<file path="src/rtl/hdlc_tx_pool_pkg.sv">
package hdlc_tx_pool_pkg;
  typedef enum logic {
    POOL_FILL  = 1'b0,
    POOL_DRAIN = 1'b1
  } pool_state_e;
endpackage

</file>
<file path="src/rtl/hdlc_tx_pool_mem.sv">
module hdlc_tx_pool_mem #(
  parameter int DEPTH  = 32,
  parameter int DATA_W = 8,
  localparam int PTR_W = $clog2(DEPTH)
) (
  input  logic              clk,
  input  logic              we,
  input  logic [PTR_W-1:0]  waddr,
  input  logic [DATA_W-1:0] wdata,
  input  logic [PTR_W-1:0]  raddr,
  output logic [DATA_W-1:0] rdata
);
  logic [DATA_W-1:0] slot_q [DEPTH];
  logic [DEPTH-1:0]  slot_we;

  // one write enable per slot
  for (genvar i = 0; i < DEPTH; i++) begin : g_slot_we
    assign slot_we[i] = we && (waddr == PTR_W'(i));
  end

  // storage carries no reset
  always_ff @(posedge clk) begin
    for (int i = 0; i < DEPTH; i++) begin
      if (slot_we[i]) slot_q[i] <= wdata;
    end
  end

  assign rdata = slot_q[raddr];
endmodule

</file>
<file path="src/rtl/hdlc_tx_pool_ptrs.sv">
module hdlc_tx_pool_ptrs #(
  parameter int DEPTH = 32,
  localparam int PTR_W = $clog2(DEPTH),
  localparam int CNT_W = $clog2(DEPTH + 1)
) (
  input  logic             clk,
  input  logic             rst_n,
  input  logic             push,
  input  logic             pop,
  input  logic             flush,
  output logic [PTR_W-1:0] wr_ptr,
  output logic [PTR_W-1:0] rd_ptr,
  output logic [CNT_W-1:0] count
);
  logic [PTR_W-1:0] wr_ptr_d, rd_ptr_d;
  logic [CNT_W-1:0] count_d;

  function automatic logic [PTR_W-1:0] step(input logic [PTR_W-1:0] p);
    return (p == PTR_W'(DEPTH - 1)) ? '0 : p + 1'b1;
  endfunction

  always_comb begin
    wr_ptr_d = wr_ptr;
    rd_ptr_d = rd_ptr;
    count_d  = count;
    if (flush) begin
      wr_ptr_d = '0;
      rd_ptr_d = '0;
      count_d  = '0;
    end else if (push) begin
      wr_ptr_d = step(wr_ptr);
      count_d  = count + 1'b1;
    end else if (pop) begin
      rd_ptr_d = step(rd_ptr);
      count_d  = count - 1'b1;
    end
  end

  always_ff @(posedge clk or negedge rst_n) begin
    if (!rst_n) begin
      wr_ptr <= '0;
      rd_ptr <= '0;
      count  <= '0;
    end else begin
      wr_ptr <= wr_ptr_d;
      rd_ptr <= rd_ptr_d;
      count  <= count_d;
    end
  end

  p_count_bound_r3: assert property (@(posedge clk) disable iff (!rst_n)
    count <= CNT_W'(DEPTH));
endmodule

</file>
<file path="src/rtl/hdlc_tx_pool_ctrl.sv">
module hdlc_tx_pool_ctrl
  import hdlc_tx_pool_pkg::*;
#(
  parameter int DEPTH = 32,
  localparam int CNT_W = $clog2(DEPTH + 1)
) (
  input  logic             clk,
  input  logic             rst_n,
  input  logic             wr_en,
  input  logic             cmd_send,
  input  logic             cmd_end,
  input  logic             underrun_ack,
  input  logic             tx_ready,
  input  logic [CNT_W-1:0] count,
  output logic             push,
  output logic             ovw,
  output logic             pop,
  output logic             flush,
  output logic             tx_valid,
  output logic             tx_last,
  output logic             wr_allow,
  output logic             overflow_flag,
  output logic             underrun_flag,
  output logic             pool_ready,
  output logic             abort_req
);
  pool_state_e st_q, st_d;
  logic end_q, end_d;
  logic open_q, open_d;
  logic ovf_q, ovf_d;
  logic urun_q, urun_d;
  logic prdy_q, abort_q;
  logic filling, draining, full, empty, host_ok, cmd_ok, urun_hit, drain_done;

  always_comb begin
    filling    = (st_q == POOL_FILL);
    draining   = (st_q == POOL_DRAIN);
    full       = (count == CNT_W'(DEPTH));
    empty      = (count == '0);
    host_ok    = filling && !urun_q;
    push       = host_ok && wr_en && !full;
    ovw        = host_ok && wr_en && full;
    cmd_ok     = host_ok && !empty && (cmd_send || cmd_end);
    pop        = draining && !empty && tx_ready;
    drain_done = pop && (count == CNT_W'(1));
    urun_hit   = filling && open_q && tx_ready && !urun_q && !cmd_ok;
    flush      = urun_hit;
  end

  // next state
  always_comb begin
    st_d   = st_q;
    end_d  = end_q;
    open_d = open_q;
    ovf_d  = ovf_q;
    urun_d = urun_q;
    if (cmd_ok) begin
      st_d   = POOL_DRAIN;
      end_d  = cmd_end;
      open_d = !cmd_end;
    end else if (drain_done) begin
      st_d = POOL_FILL;
    end
    if (urun_hit) open_d = 1'b0;
    if (cmd_ok)   ovf_d = 1'b0;
    else if (ovw) ovf_d = 1'b1;
    if (urun_hit)          urun_d = 1'b1;
    else if (underrun_ack) urun_d = 1'b0;
  end

  always_ff @(posedge clk or negedge rst_n) begin
    if (!rst_n) begin
      st_q    <= POOL_FILL;
      end_q   <= 1'b0;
      open_q  <= 1'b0;
      ovf_q   <= 1'b0;
      urun_q  <= 1'b0;
      prdy_q  <= 1'b0;
      abort_q <= 1'b0;
    end else begin
      st_q    <= st_d;
      end_q   <= end_d;
      open_q  <= open_d;
      ovf_q   <= ovf_d;
      urun_q  <= urun_d;
      prdy_q  <= drain_done;
      abort_q <= urun_hit;
    end
  end

  assign tx_valid      = draining && !empty;
  assign tx_last       = tx_valid && end_q && (count == CNT_W'(1));
  assign wr_allow      = host_ok && !full;
  assign overflow_flag = ovf_q;
  assign underrun_flag = urun_q;
  assign pool_ready    = prdy_q;
  assign abort_req     = abort_q;

  p_ovf_set_r3: assert property (@(posedge clk) disable iff (!rst_n)
    (ovw && !cmd_ok) |=> overflow_flag);
  p_cmd_clears_ovf_r5: assert property (@(posedge clk) disable iff (!rst_n)
    cmd_ok |=> !overflow_flag);
  p_pool_pulse_r7: assert property (@(posedge clk) disable iff (!rst_n)
    pool_ready |=> !pool_ready);
  p_abort_flags_r9: assert property (@(posedge clk) disable iff (!rst_n)
    abort_req |-> underrun_flag);
  p_abort_pulse_r9: assert property (@(posedge clk) disable iff (!rst_n)
    abort_req |=> !abort_req);
  p_urun_quiet_r10: assert property (@(posedge clk) disable iff (!rst_n)
    underrun_flag |-> (!tx_valid && !wr_allow));
endmodule

</file>
<file path="src/rtl/hdlc_tx_pool.sv">
module hdlc_tx_pool #(
  parameter int DEPTH  = 32,
  parameter int DATA_W = 8,
  localparam int PTR_W = $clog2(DEPTH),
  localparam int CNT_W = $clog2(DEPTH + 1)
) (
  input  logic              clk,
  input  logic              rst_n,
  input  logic              wr_en,
  input  logic [DATA_W-1:0] wr_data,
  input  logic              cmd_send,
  input  logic              cmd_end,
  input  logic              underrun_ack,
  input  logic              tx_ready,
  output logic              tx_valid,
  output logic [DATA_W-1:0] tx_data,
  output logic              tx_last,
  output logic              abort_req,
  output logic              pool_ready,
  output logic              wr_allow,
  output logic              overflow_flag,
  output logic              underrun_flag
);
  logic [1:0]       rst_sync_q;
  logic             rst_int_n;
  logic             push, ovw, pop, flush;
  logic [PTR_W-1:0] wr_ptr, rd_ptr, waddr;
  logic [CNT_W-1:0] count;

  // reset asserts at once, releases on the clock
  always_ff @(posedge clk or negedge rst_n) begin
    if (!rst_n) rst_sync_q <= 2'b00;
    else        rst_sync_q <= {rst_sync_q[0], 1'b1};
  end
  assign rst_int_n = rst_sync_q[1];

  // an overflowing write lands on the head slot
  assign waddr = ovw ? rd_ptr : wr_ptr;

  hdlc_tx_pool_ctrl #(.DEPTH(DEPTH)) i_ctrl (
    .clk(clk), .rst_n(rst_int_n), .wr_en(wr_en), .cmd_send(cmd_send),
    .cmd_end(cmd_end), .underrun_ack(underrun_ack), .tx_ready(tx_ready),
    .count(count), .push(push), .ovw(ovw), .pop(pop), .flush(flush),
    .tx_valid(tx_valid), .tx_last(tx_last), .wr_allow(wr_allow),
    .overflow_flag(overflow_flag), .underrun_flag(underrun_flag),
    .pool_ready(pool_ready), .abort_req(abort_req)
  );

  hdlc_tx_pool_ptrs #(.DEPTH(DEPTH)) i_ptrs (
    .clk(clk), .rst_n(rst_int_n), .push(push), .pop(pop), .flush(flush),
    .wr_ptr(wr_ptr), .rd_ptr(rd_ptr), .count(count)
  );

  hdlc_tx_pool_mem #(.DEPTH(DEPTH), .DATA_W(DATA_W)) i_mem (
    .clk(clk), .we(push || ovw), .waddr(waddr), .wdata(wr_data),
    .raddr(rd_ptr), .rdata(tx_data)
  );

  p_stall_stable_r2: assert property (@(posedge clk) disable iff (!rst_int_n)
    (tx_valid && !tx_ready) |=> (tx_valid && $stable(tx_data)));
endmodule

</file>
<file path="config.mk">
export PLATFORM = sky130hd
export DESIGN_NAME = hdlc_tx_pool
export DESIGN_NICKNAME = d
export VERILOG_FILES = /design/src/rtl/hdlc_tx_pool_pkg.sv /design/src/rtl/hdlc_tx_pool_mem.sv /design/src/rtl/hdlc_tx_pool_ptrs.sv /design/src/rtl/hdlc_tx_pool_ctrl.sv /design/src/rtl/hdlc_tx_pool.sv
export SDC_FILE = /design/constraint.sdc
export NUM_CORES = 1
export LEC_CHECK = 0
export BUFFER_PORTS_ARGS = -buffer_cell sky130_fd_sc_hd__buf_2
export CAP_MARGIN = 5
export CORE_MARGIN = 4
export CORE_UTILIZATION = 45
export DETAILED_ROUTE_END_ITERATION = 6
export HOLD_SLACK_MARGIN = 0.12
export PLACE_DENSITY = 0.59
export SYNTH_ARGS = -nofsm -noshare
export SYNTH_HDL_FRONTEND = slang
export SYNTH_SLANG_ARGS = --single-unit
</file>
<file path="constraint.sdc">
create_clock -name clk -period 2.7 [get_ports clk]
set_clock_uncertainty 0.15 [all_clocks]
set_input_delay 0.81 -clock clk [delete_from_list [all_inputs] [get_ports clk]]
set_output_delay 0.81 -clock clk [all_outputs]
set_load 0.05 [all_outputs]
</file>
==> results of run 1 <==
## state kept, by name, summed over array words and instances, names as in the netlist
name / count
i_mem.slot_q: 256
i_ptrs.count: 6
i_ptrs.rd_ptr: 5
i_ptrs.wr_ptr: 5
rst_sync_q: 2
i_ctrl.abort_req: 1
i_ctrl.draining: 1
i_ctrl.end_q: 1
i_ctrl.open_q: 1
i_ctrl.overflow_flag: 1
i_ctrl.pool_ready: 1
i_ctrl.underrun_flag: 1
## through the flow
step,cells,setup slack (ns)
2_1_floorplan,701,-0.1778
3_3_place_gp,1083,-0.2962
3_5_place_dp,1083,-0.4346
4_1_cts,1152,-0.8132
5_1_grt,1172,-0.8209
6_report,1172,-0.7408
## cell families after synthesis
group | count (synthesis) | share of synthesized area, %
buf+inv | 48 | 2.159
simple gates | 230 | 9.826
compound gates | 64 | 3.871
other cells | 1 | 0.03187
mux | 65 | 12.35
flops | 281 | 70.65
xor+xnor | 5 | 0.3722
fa+ha+maj | 7 | 0.7443
## worst max path at each step
stage	start	slack, ns	depth (start not counted)	endpoint
4_1_cts	i_ptrs.rd_ptr[0]	-0.81	10	tx_data[4]
5_1_grt	i_ptrs.rd_ptr[0]	-0.82	9	tx_data[3]
2_1_floorplan	i_ptrs.count[0]	-0.18	5	tx_last
6_report	i_ptrs.rd_ptr[0]	-0.74	9	tx_data[4]
3_3_place_gp	wr_en	-0.30	7	i_mem.slot_q[4][5]
3_5_place_dp	wr_en	-0.43	5	i_mem.slot_q[5][7]
## synthesized netlist by cell type, types with 9 or more instances
cell	instances
edfxtp_1	256
nand2_1	82
mux4_2	64
nor2_1	60
nand2b_1	37
dfrtp_1	25
buf_2	17
o22ai_1	17
a21oi_1	13
clkbuf_1	12
nand3_1	9
o21ai_0	9
## per-layer routing
layer	up-vias	global-route usage (%)	wire length [µm]	part of all wire, %
li1	2951	-	-	-
met1	3493	26.74	11840	43
met2	155	32.26	13910	51
met3	28	2.749	1207	4.4
met4	0	3.955	373	1.4
met5	-	0	0	0
## layout make-up
class	count	area [µm²]
flip-flops and latches	281	8319
fillers	1922	10840
clock inverters	12	88.84
well taps	330	412.9
repair buffers	130	1385
multi-input cells	372	3631
inverters	7	26.28
clock buffers	40	767.0
## power by group
part	switching [mW]	internal, mW
registers	0.246	4.93
logic	3.31	2.92
clock network	1.55	2.07
## what timing repair did
item	CTS	global route
hold buffers	1	0
cloned	3	2
buffers inserted	13	21
gates resized for setup	60	59
hold endpoints to repair	2	0
setup endpoints to repair	218	259
pin swaps	16	33
## worst register-to-register path, cell delays in order, from the launching register on
cell and delay (ns):
dfrtp_1 0.39, inv_2 0.08, ha_4 0.14, nor4b_4 0.22
buf_4 0.17, buf_4 0.10, nand3_2 0.15, buf_12 0.19
nor3_2 0.17, a21oi_4 0.12, buf_4 0.19, nor2_2 0.16
buf_12 0.15
==> results.cfg, run 1 <==
[placed_design]
placed_area_um2 = 12870
dp.final_hpwl_mm = 16.67
gp_congestion = 0.8491
port_buffers = 29

[floorplanning]
row_count = 58
coreArea_um2 = 25470
initial_core_util_pct = 46.19
dieHeight_um = 169.7
ios = 30
die_area_um2 = 28800
die_width_um = 169.7

[yosys]
synthCells = 701
ys_ff_latch = 281
ys_seq_area_share_pct = 70.65
synth_edf_count = 256
syn-cell-area_um2 = 11770
yosys-top-cells-area = edfxtp_1 65%, mux4_2 12%, dfrtp_1 5.3%
synth_top_area_share_pct = 65.33
synthArstFlopShare_pct = 8.897
synth_top_flop_cell = edfxtp_1
yosysTopAreaCell = edfxtp_1
yosys_warnings = 0
synth.distinct_cells = 56
synth_area_per_cell_um2 = 16.79
syn_nets = 723

[clock_tree]
cts_htree_levels = 1
cts_buffers = 29
clock_latency_ns = 0.53
tritoncts = yes
clk_pin_slew_worst_paths_ns = 0.06
cts_root_buf = clkbuf_16
clockBufferDepth = 3
clock-sinks = 281

[timing]
min_period_ns = 3.441
fmax_ghz = 0.2906
setup_viol = 11
hold_viol = 0
finalCritPeriodShare_pct = 127.4
setup_tns_ns = -6.304
worst_pin_slew_ns = 0.7432
final.setup.worst_slack_ns = -0.7408
slew_headroom_pct = 50.45
rsz0062_at_grt = true
timing.hold.ws_ns = 0.1157
drv_slew = 0

[setup_path]
cpPeakStageDelay_ns = 0.53
r2r-end = i_mem.slot_q[17][7]
path_cells = buf_12 > buf_12 > mux4_2 > nand2b_1 > nand2_1 > o22ai_2 > buf_6 > nor2_4 > buf_8
rr_startpoint = i_ptrs.count[0]
cp_data_arrival_time_ns = 2.48
worstSetupPathType = reg -> out
reg2reg_depth = 12
cp_top_family = buffers and inverters
crit_slowest_cell = dfrtp_4
critPathBufInv = 4
critPathLaunchType = flop
cp.required_ns = 1.74
cp-end-kind = output port
r2r_slack_ns = 0.05
cpMostUsedCell = buf_12
critPathMaxFanout = 5

[grt]
globalRouteTotalUtil_pct = 19.07
grt_max_degree = 41
antenna_found_initial = 0
grt_pass1_wl_mm = 41.92
grt_overflow_total = 0
first_global_vias = 7005

[final_layout]
final_area_um2 = 14630
layout_commonest_cell = edfxtp_1
final_cell_mix = 256 x edfxtp_1, 70 x nand2_1, 64 x mux4_2
syn_to_final_growth_pct = 24.34
n_antenna_cell = 0
layout.nets = 843
utilization_pct = 57.44
drive_gt1_share_pct = 38.72

[pwr]
p_total_mw = 15.03
power.density_nw_per_um2 = 1028
ir_drop_mv = 0.9897
p_leak_nw = 4.968

[detailed_routing]
viasPerCell = 5.654
first_pass_iters = 4
routed_wirelength_mm = 27.33
wl_per_cell_um = 23.32
drt_iter0_markers = 516
num_vias = 6627
ant_nets = 0
drcViolationCount = 0

[flow_run]
cap_violations = 0

[run_status]
violations = negative setup slack
status = complete, but fails checks

[min_path]
hold_class = reg -> async
No activity file was read; power rests on OpenSTA's default activity.
==> inputs of run 2 (changes only) <==
- CTS_BUF_LIST: not set -> sky130_fd_sc_hd__clkbuf_4 sky130_fd_sc_hd__clkbuf_8 sky130_fd_sc_hd__clkbuf_16
==> results.cfg, run 2 (synthesized netlist as in run 1, its figures left out) <==
[run_status]
status = complete, but fails checks
violations = negative setup slack

[final_layout]
largest-register = i_mem.slot_q
fillers = 1915
reg.largest.list = i_mem.slot_q (256), i_ptrs.count (6)
largest_reg_flops = 256
utilization_pct = 57.57
final_cells = 1170
syn_to_final_growth_pct = 24.64
layout.nets = 841
n_antenna_cell = 0
layout_commonest_cell = edfxtp_1
drive_gt1_share_pct = 40.36
final_cell_mix = 256 x edfxtp_1, 67 x nand2_1, 64 x mux4_2

[setup_path]
critPathBufInv = 4
cpPeakStageDelay_ns = 0.52
cpMostUsedCell = buf_12
path_cells = buf_12 > buf_12 > mux4_2 > nand2b_1 > nand2_1 > o22ai_2 > buf_6 > nor2_4 > buf_8
crit_slowest_cell = dfrtp_4
r2r_slack_ns = 0.05
cp_top_family = buffers and inverters
worstSetupPathType = reg -> out
cp_data_arrival_time_ns = 2.46
cp-end-kind = output port
reg2reg_depth = 12
r2r-end = i_mem.slot_q[17][7]
critPathLaunch = i_ptrs.rd_ptr[0]
setup.worst_path.end = tx_data[4]
critPathMaxFanout = 5
path_depth = 9
rr_startpoint = i_ptrs.count[0]
critPathLaunchType = flop
cp.required_ns = 1.74

[timing]
worst_pin_slew_ns = 0.7265
setup_tns_ns = -6.152
min_period_ns = 3.423
hold_viol = 0
rsz0062_at_grt = true
setup_viol = 11
slew_headroom_pct = 51.57
finalCritPeriodShare_pct = 126.8
final.setup.worst_slack_ns = -0.7231
drv_slew = 0
fmax_ghz = 0.2921

[clock_tree]
clk_pin_slew_worst_paths_ns = 0.06
clock_latency_ns = 0.54
tritoncts = yes
cts_buffers = 29
cts_root_buf = clkbuf_16
clockBufferDepth = 3
clock-sinks = 281
cts_htree_levels = 1

[grt]
grt_pass1_wl_mm = 41.99
met2_usage_pct = 32.40
use_met3_pct = 2.702
use_met1_pct = 26.81
grt_overflow_total = 0
grt-busiest-layer = met2
globalRouteTotalUtil_pct = 19.11
antenna_found_initial = 0
first_global_vias = 7009
grt_max_degree = 41

[placed_design]
dp_cells = 1083
gp_congestion = 0.8491
port_buffers = 29
dp.final_hpwl_mm = 16.67

[detailed_routing]
wl_per_cell_um = 23.28
viasPerCell = 5.649
routed_wirelength_mm = 27.24
num_vias = 6609
first_pass_iters = 7
ant_nets = 0
drt_iter0_markers = 548
drcViolationCount = 0

[pwr]
ir_drop_mv = 0.9944
power.density_nw_per_um2 = 1033
p_leak_nw = 4.992
p_total_mw = 15.15

[floorplanning]
coreArea_um2 = 25470
dieHeight_um = 169.7
die_width_um = 169.7
ios = 30
row_count = 58
initial_core_util_pct = 46.19
die_area_um2 = 28800

[flow_run]
cap_violations = 0

[min_path]
hold_class = reg -> async
[run 2: area by class of cell]
class	instances	area, µm²	area share, %
clock buffer	40	808.3	5.511
clock inverter	12	88.84	0.6058
inverter	7	26.28	0.1792
multi-input combinational	372	3652	24.90
sequential	281	8319	56.73
tap	330	412.9	2.815
timing repair buffer	128	1358	9.257
[run 2: worst min-delay path by stage]
stage                       start                   end  slack, ns
floorplan           rst_sync_q[1]      i_ctrl.abort_req       0.14
global placement    rst_sync_q[1]  i_ctrl.underrun_flag       0.12
detailed placement  rst_sync_q[1]  i_ctrl.overflow_flag       0.13
CTS                 rst_sync_q[1]  i_ctrl.overflow_flag       0.14
global route        rst_sync_q[1]  i_ctrl.overflow_flag       0.17
finish              rst_sync_q[1]  i_ctrl.overflow_flag       0.12
[run 2: repair_timing]
item,in CTS,in global routing
cloned,3,2
hold buffers,1,0
gates resized for setup,60,64
endpoints found under the setup margin,218,259
endpoints found under the hold margin,2,0
pin swaps,17,34
setup buffers,13,19
[run 2: power by group]
group	internal, mW	switching, mW
combinational	2.93	3.32
sequential	4.93	0.240
clock	2.18	1.56
total	10.0	5.11
[run 2: metrics by stage]
stage / area, µm² / worst slack, ns / hold WS (ns)
floorplan: 11900 / -0.1778 / 0.1438
global placement: 12870 / -0.2962 / 0.1181
detailed placement: 12870 / -0.4346 / 0.1314
CTS: 14210 / -0.8132 / 0.1359
global route: 14670 / -0.8013 / 0.1730
finish: 14670 / -0.7231 / 0.1167
[run 2: worst register-to-register path, stage by stage (launching register included)]
cell and delay (ns):
dfrtp_1 0.39, inv_2 0.08, ha_4 0.14, nor4b_4 0.22, buf_4 0.17, buf_4 0.10
nand3_2 0.15, buf_12 0.19, nor3_2 0.17, a21oi_4 0.12, buf_4 0.19, nor2_2 0.16
buf_12 0.15
[run 2: layer usage]
metal	wire [µm]	up-vias	part of all wire [%]
li1	-	2949	-
met1	11710	3454	43
met2	13720	169	50
met3	1328	37	4.9
met4	488	0	1.8
met5	0	-	0
==> inputs of run 3 (changes only) <==
- REMOVE_ABC_BUFFERS: not set -> 1
==> results.cfg, run 3 (synthesized netlist as in run 1, its figures left out) <==
[setup_path]
crit_slowest_cell = dfrtp_4
critPathBufInv = 4
cpPeakStageDelay_ns = 0.51
critPathMaxFanout = 6
cp_data_arrival_time_ns = 2.50
worstSetupPathType = reg -> out
critPathLaunchType = flop
cp.required_ns = 1.74
path_cells = buf_12 > buf_8 > buf_16 > mux4_2 > nand2_2 > nand2_1 > o22ai_1 > nor2_1 > buf_6
cp_top_family = buffers and inverters
cp-end-kind = output port

[final_layout]
layout_commonest_cell = edfxtp_1
n_antenna_cell = 0
multi_input_area_um2 = 3623
final_cells = 1162
syn_to_final_growth_pct = 23.70
largest-register = i_mem.slot_q
reg.largest.list = i_mem.slot_q (256), i_ptrs.count (6)
seqCellArea_um2 = 8319
drive_gt1_share_pct = 39.42
final_cell_mix = 256 x edfxtp_1, 64 x mux4_2, 63 x nand2_1
layout.nets = 830
fillers = 1925
largest_reg_flops = 256
final_area_um2 = 14560

[pwr]
p_total_mw = 15.18
ir_drop_mv = 2.000
p_int_mw = 10.06
power_frac_seq_pct = 33.9
power.density_nw_per_um2 = 1043
p_sw_mw = 5.122
p_comb_share_pct = 39.1
clkPwrFrac_pct = 27.1
p_leak_nw = 4.946
p_sw_share_pct = 33.74

[floorplanning]
row_count = 58
coreArea_um2 = 25470
die_area_um2 = 28800
die_width_um = 169.7
dieHeight_um = 169.7
ios = 30
initial_core_util_pct = 46.19

[min_path]
hold_class = reg -> async

[grt]
grt_overflow_total = 0
globalRouteTotalUtil_pct = 19.03
grt_pass1_wl_mm = 41.62
antenna_found_initial = 1
first_global_vias = 6903
grt_max_degree = 57

[flow_run]
cap_violations = 0

[timing]
min_period_ns = 3.461
worst_pin_slew_ns = 0.7110
drv_slew = 0
finalCritPeriodShare_pct = 128.2
final.setup.worst_slack_ns = -0.7611
slew_headroom_pct = 52.60
setup_viol = 11
rsz0062_at_grt = true
hold_viol = 0
fmax_ghz = 0.2889

[clock_tree]
cts_buffers = 30
tritoncts = yes
clock-sinks = 281
clock_latency_ns = 0.55
clockBufferDepth = 3
cts_htree_levels = 1
clk_pin_slew_worst_paths_ns = 0.06
cts_root_buf = clkbuf_16

[detailed_routing]
routed_wirelength_mm = 27.17
drcViolationCount = 0
wl_per_cell_um = 23.38
first_pass_iters = 5
ant_nets = 0
drt_iter0_markers = 615
viasPerCell = 5.650
num_vias = 6565

[placed_design]
gp_congestion = 0.8759
port_buffers = 29
dp_cells = 1082
placed_area_um2 = 12690
dp.final_hpwl_mm = 17.14

[run_status]
status = complete, but fails checks
violations = negative setup slack
## run 3: cell count changes in the layout (fill, tap and decap cells not counted), sizes merged
cell / before / now
clkinv: 8 / 11
clkbuf: 42 / 39
buf: 125 / 115
bufinv: 1 / 3
## run 3: per-stage QoR
stage                     utilization [%]  hold WS, ns  worst slack [ns]  setup TNS [ns]
after detailed placement            49.81       0.1857           -0.3218          -36.23
after global placement              49.81       0.1800           -0.2623          -29.20
after CTS                           56.15       0.1815           -0.7445          -6.657
after global routing                57.14       0.2128           -0.8373          -8.433
final                               57.14       0.1262           -0.7611          -6.414
after floorplan                         -       0.1438            -2.434         -367.95
## run 3: worst paths after layout
kind	startpoint	cells past startpoint	to	slack (ns)
setup / recovery	i_ptrs.rd_ptr[0]	9	tx_data[3]	-0.76
hold / removal	rst_sync_q[1]	0	i_ptrs.count[3]	0.13
setup reg to reg	i_ptrs.count[0]	11	i_mem.slot_q[29][7]	0.03
hold reg to reg	rst_sync_q[1]	0	i_ptrs.count[3]	0.13
max in group asynchronous	rst_sync_q[1]	1	i_ptrs.wr_ptr[3]	1.70
min in group clk	rst_sync_q[0]	0	rst_sync_q[1]	0.21
## run 3: per-layer routing
| layer | up-vias | part of all wire, % | GRT usage (%) |
|---|---|---|---|
| li1 | 2919 | - | - |
| met1 | 3410 | 42 | 26.66 |
| met2 | 193 | 49 | 30.66 |
| met3 | 41 | 7.2 | 4.635 |
| met4 | 2 | 1.7 | 4.235 |
| met5 | - | 0.048 | 0 |
## run 3: cell type report
| cell class | count | share of cell area (%) |
|---|---|---|
| timing repair buffer | 116 | 8.029 |
| multi-input combinational | 372 | 24.89 |
| clock buffer | 39 | 5.742 |
| tap | 330 | 2.837 |
| clock inverter | 17 | 1.160 |
| inverter | 7 | 0.1805 |
| sequential | 281 | 57.16 |
## run 3: what timing repair did
action | 4_1_cts | 5_1_grt
gates cloned | 4 | 0
endpoints found under the setup margin | 210 | 219
pin swaps | 25 | 13
setup buffers | 11 | 9
gates resized for setup | 112 | 38
hold buffers | 1 | 0
hold endpoints to repair | 2 | 0
## run 3: power groups by stage
stage	sequential [mW]	clock (mW)	combinational, mW
2_1_floorplan	5.64	0	2.80
3_3_place_gp	5.23	0	4.74
3_5_place_dp	5.25	0	4.80
4_1_cts	5.14	4.18	5.84
5_1_grt	5.17	4.38	6.32
6_report	5.14	4.11	5.93
## run 3: worst reg2reg max path: stages (launching register included)
cell	delay (ns)
dfrtp_1	0.39
inv_2	0.08
ha_4	0.15
or4b_4	0.49
nor2_4	0.13
buf_6	0.12
and3_1	0.16
o21ai_1	0.08
buf_4	0.18
buf_4	0.15
nor2_2	0.12
buf_6	0.17
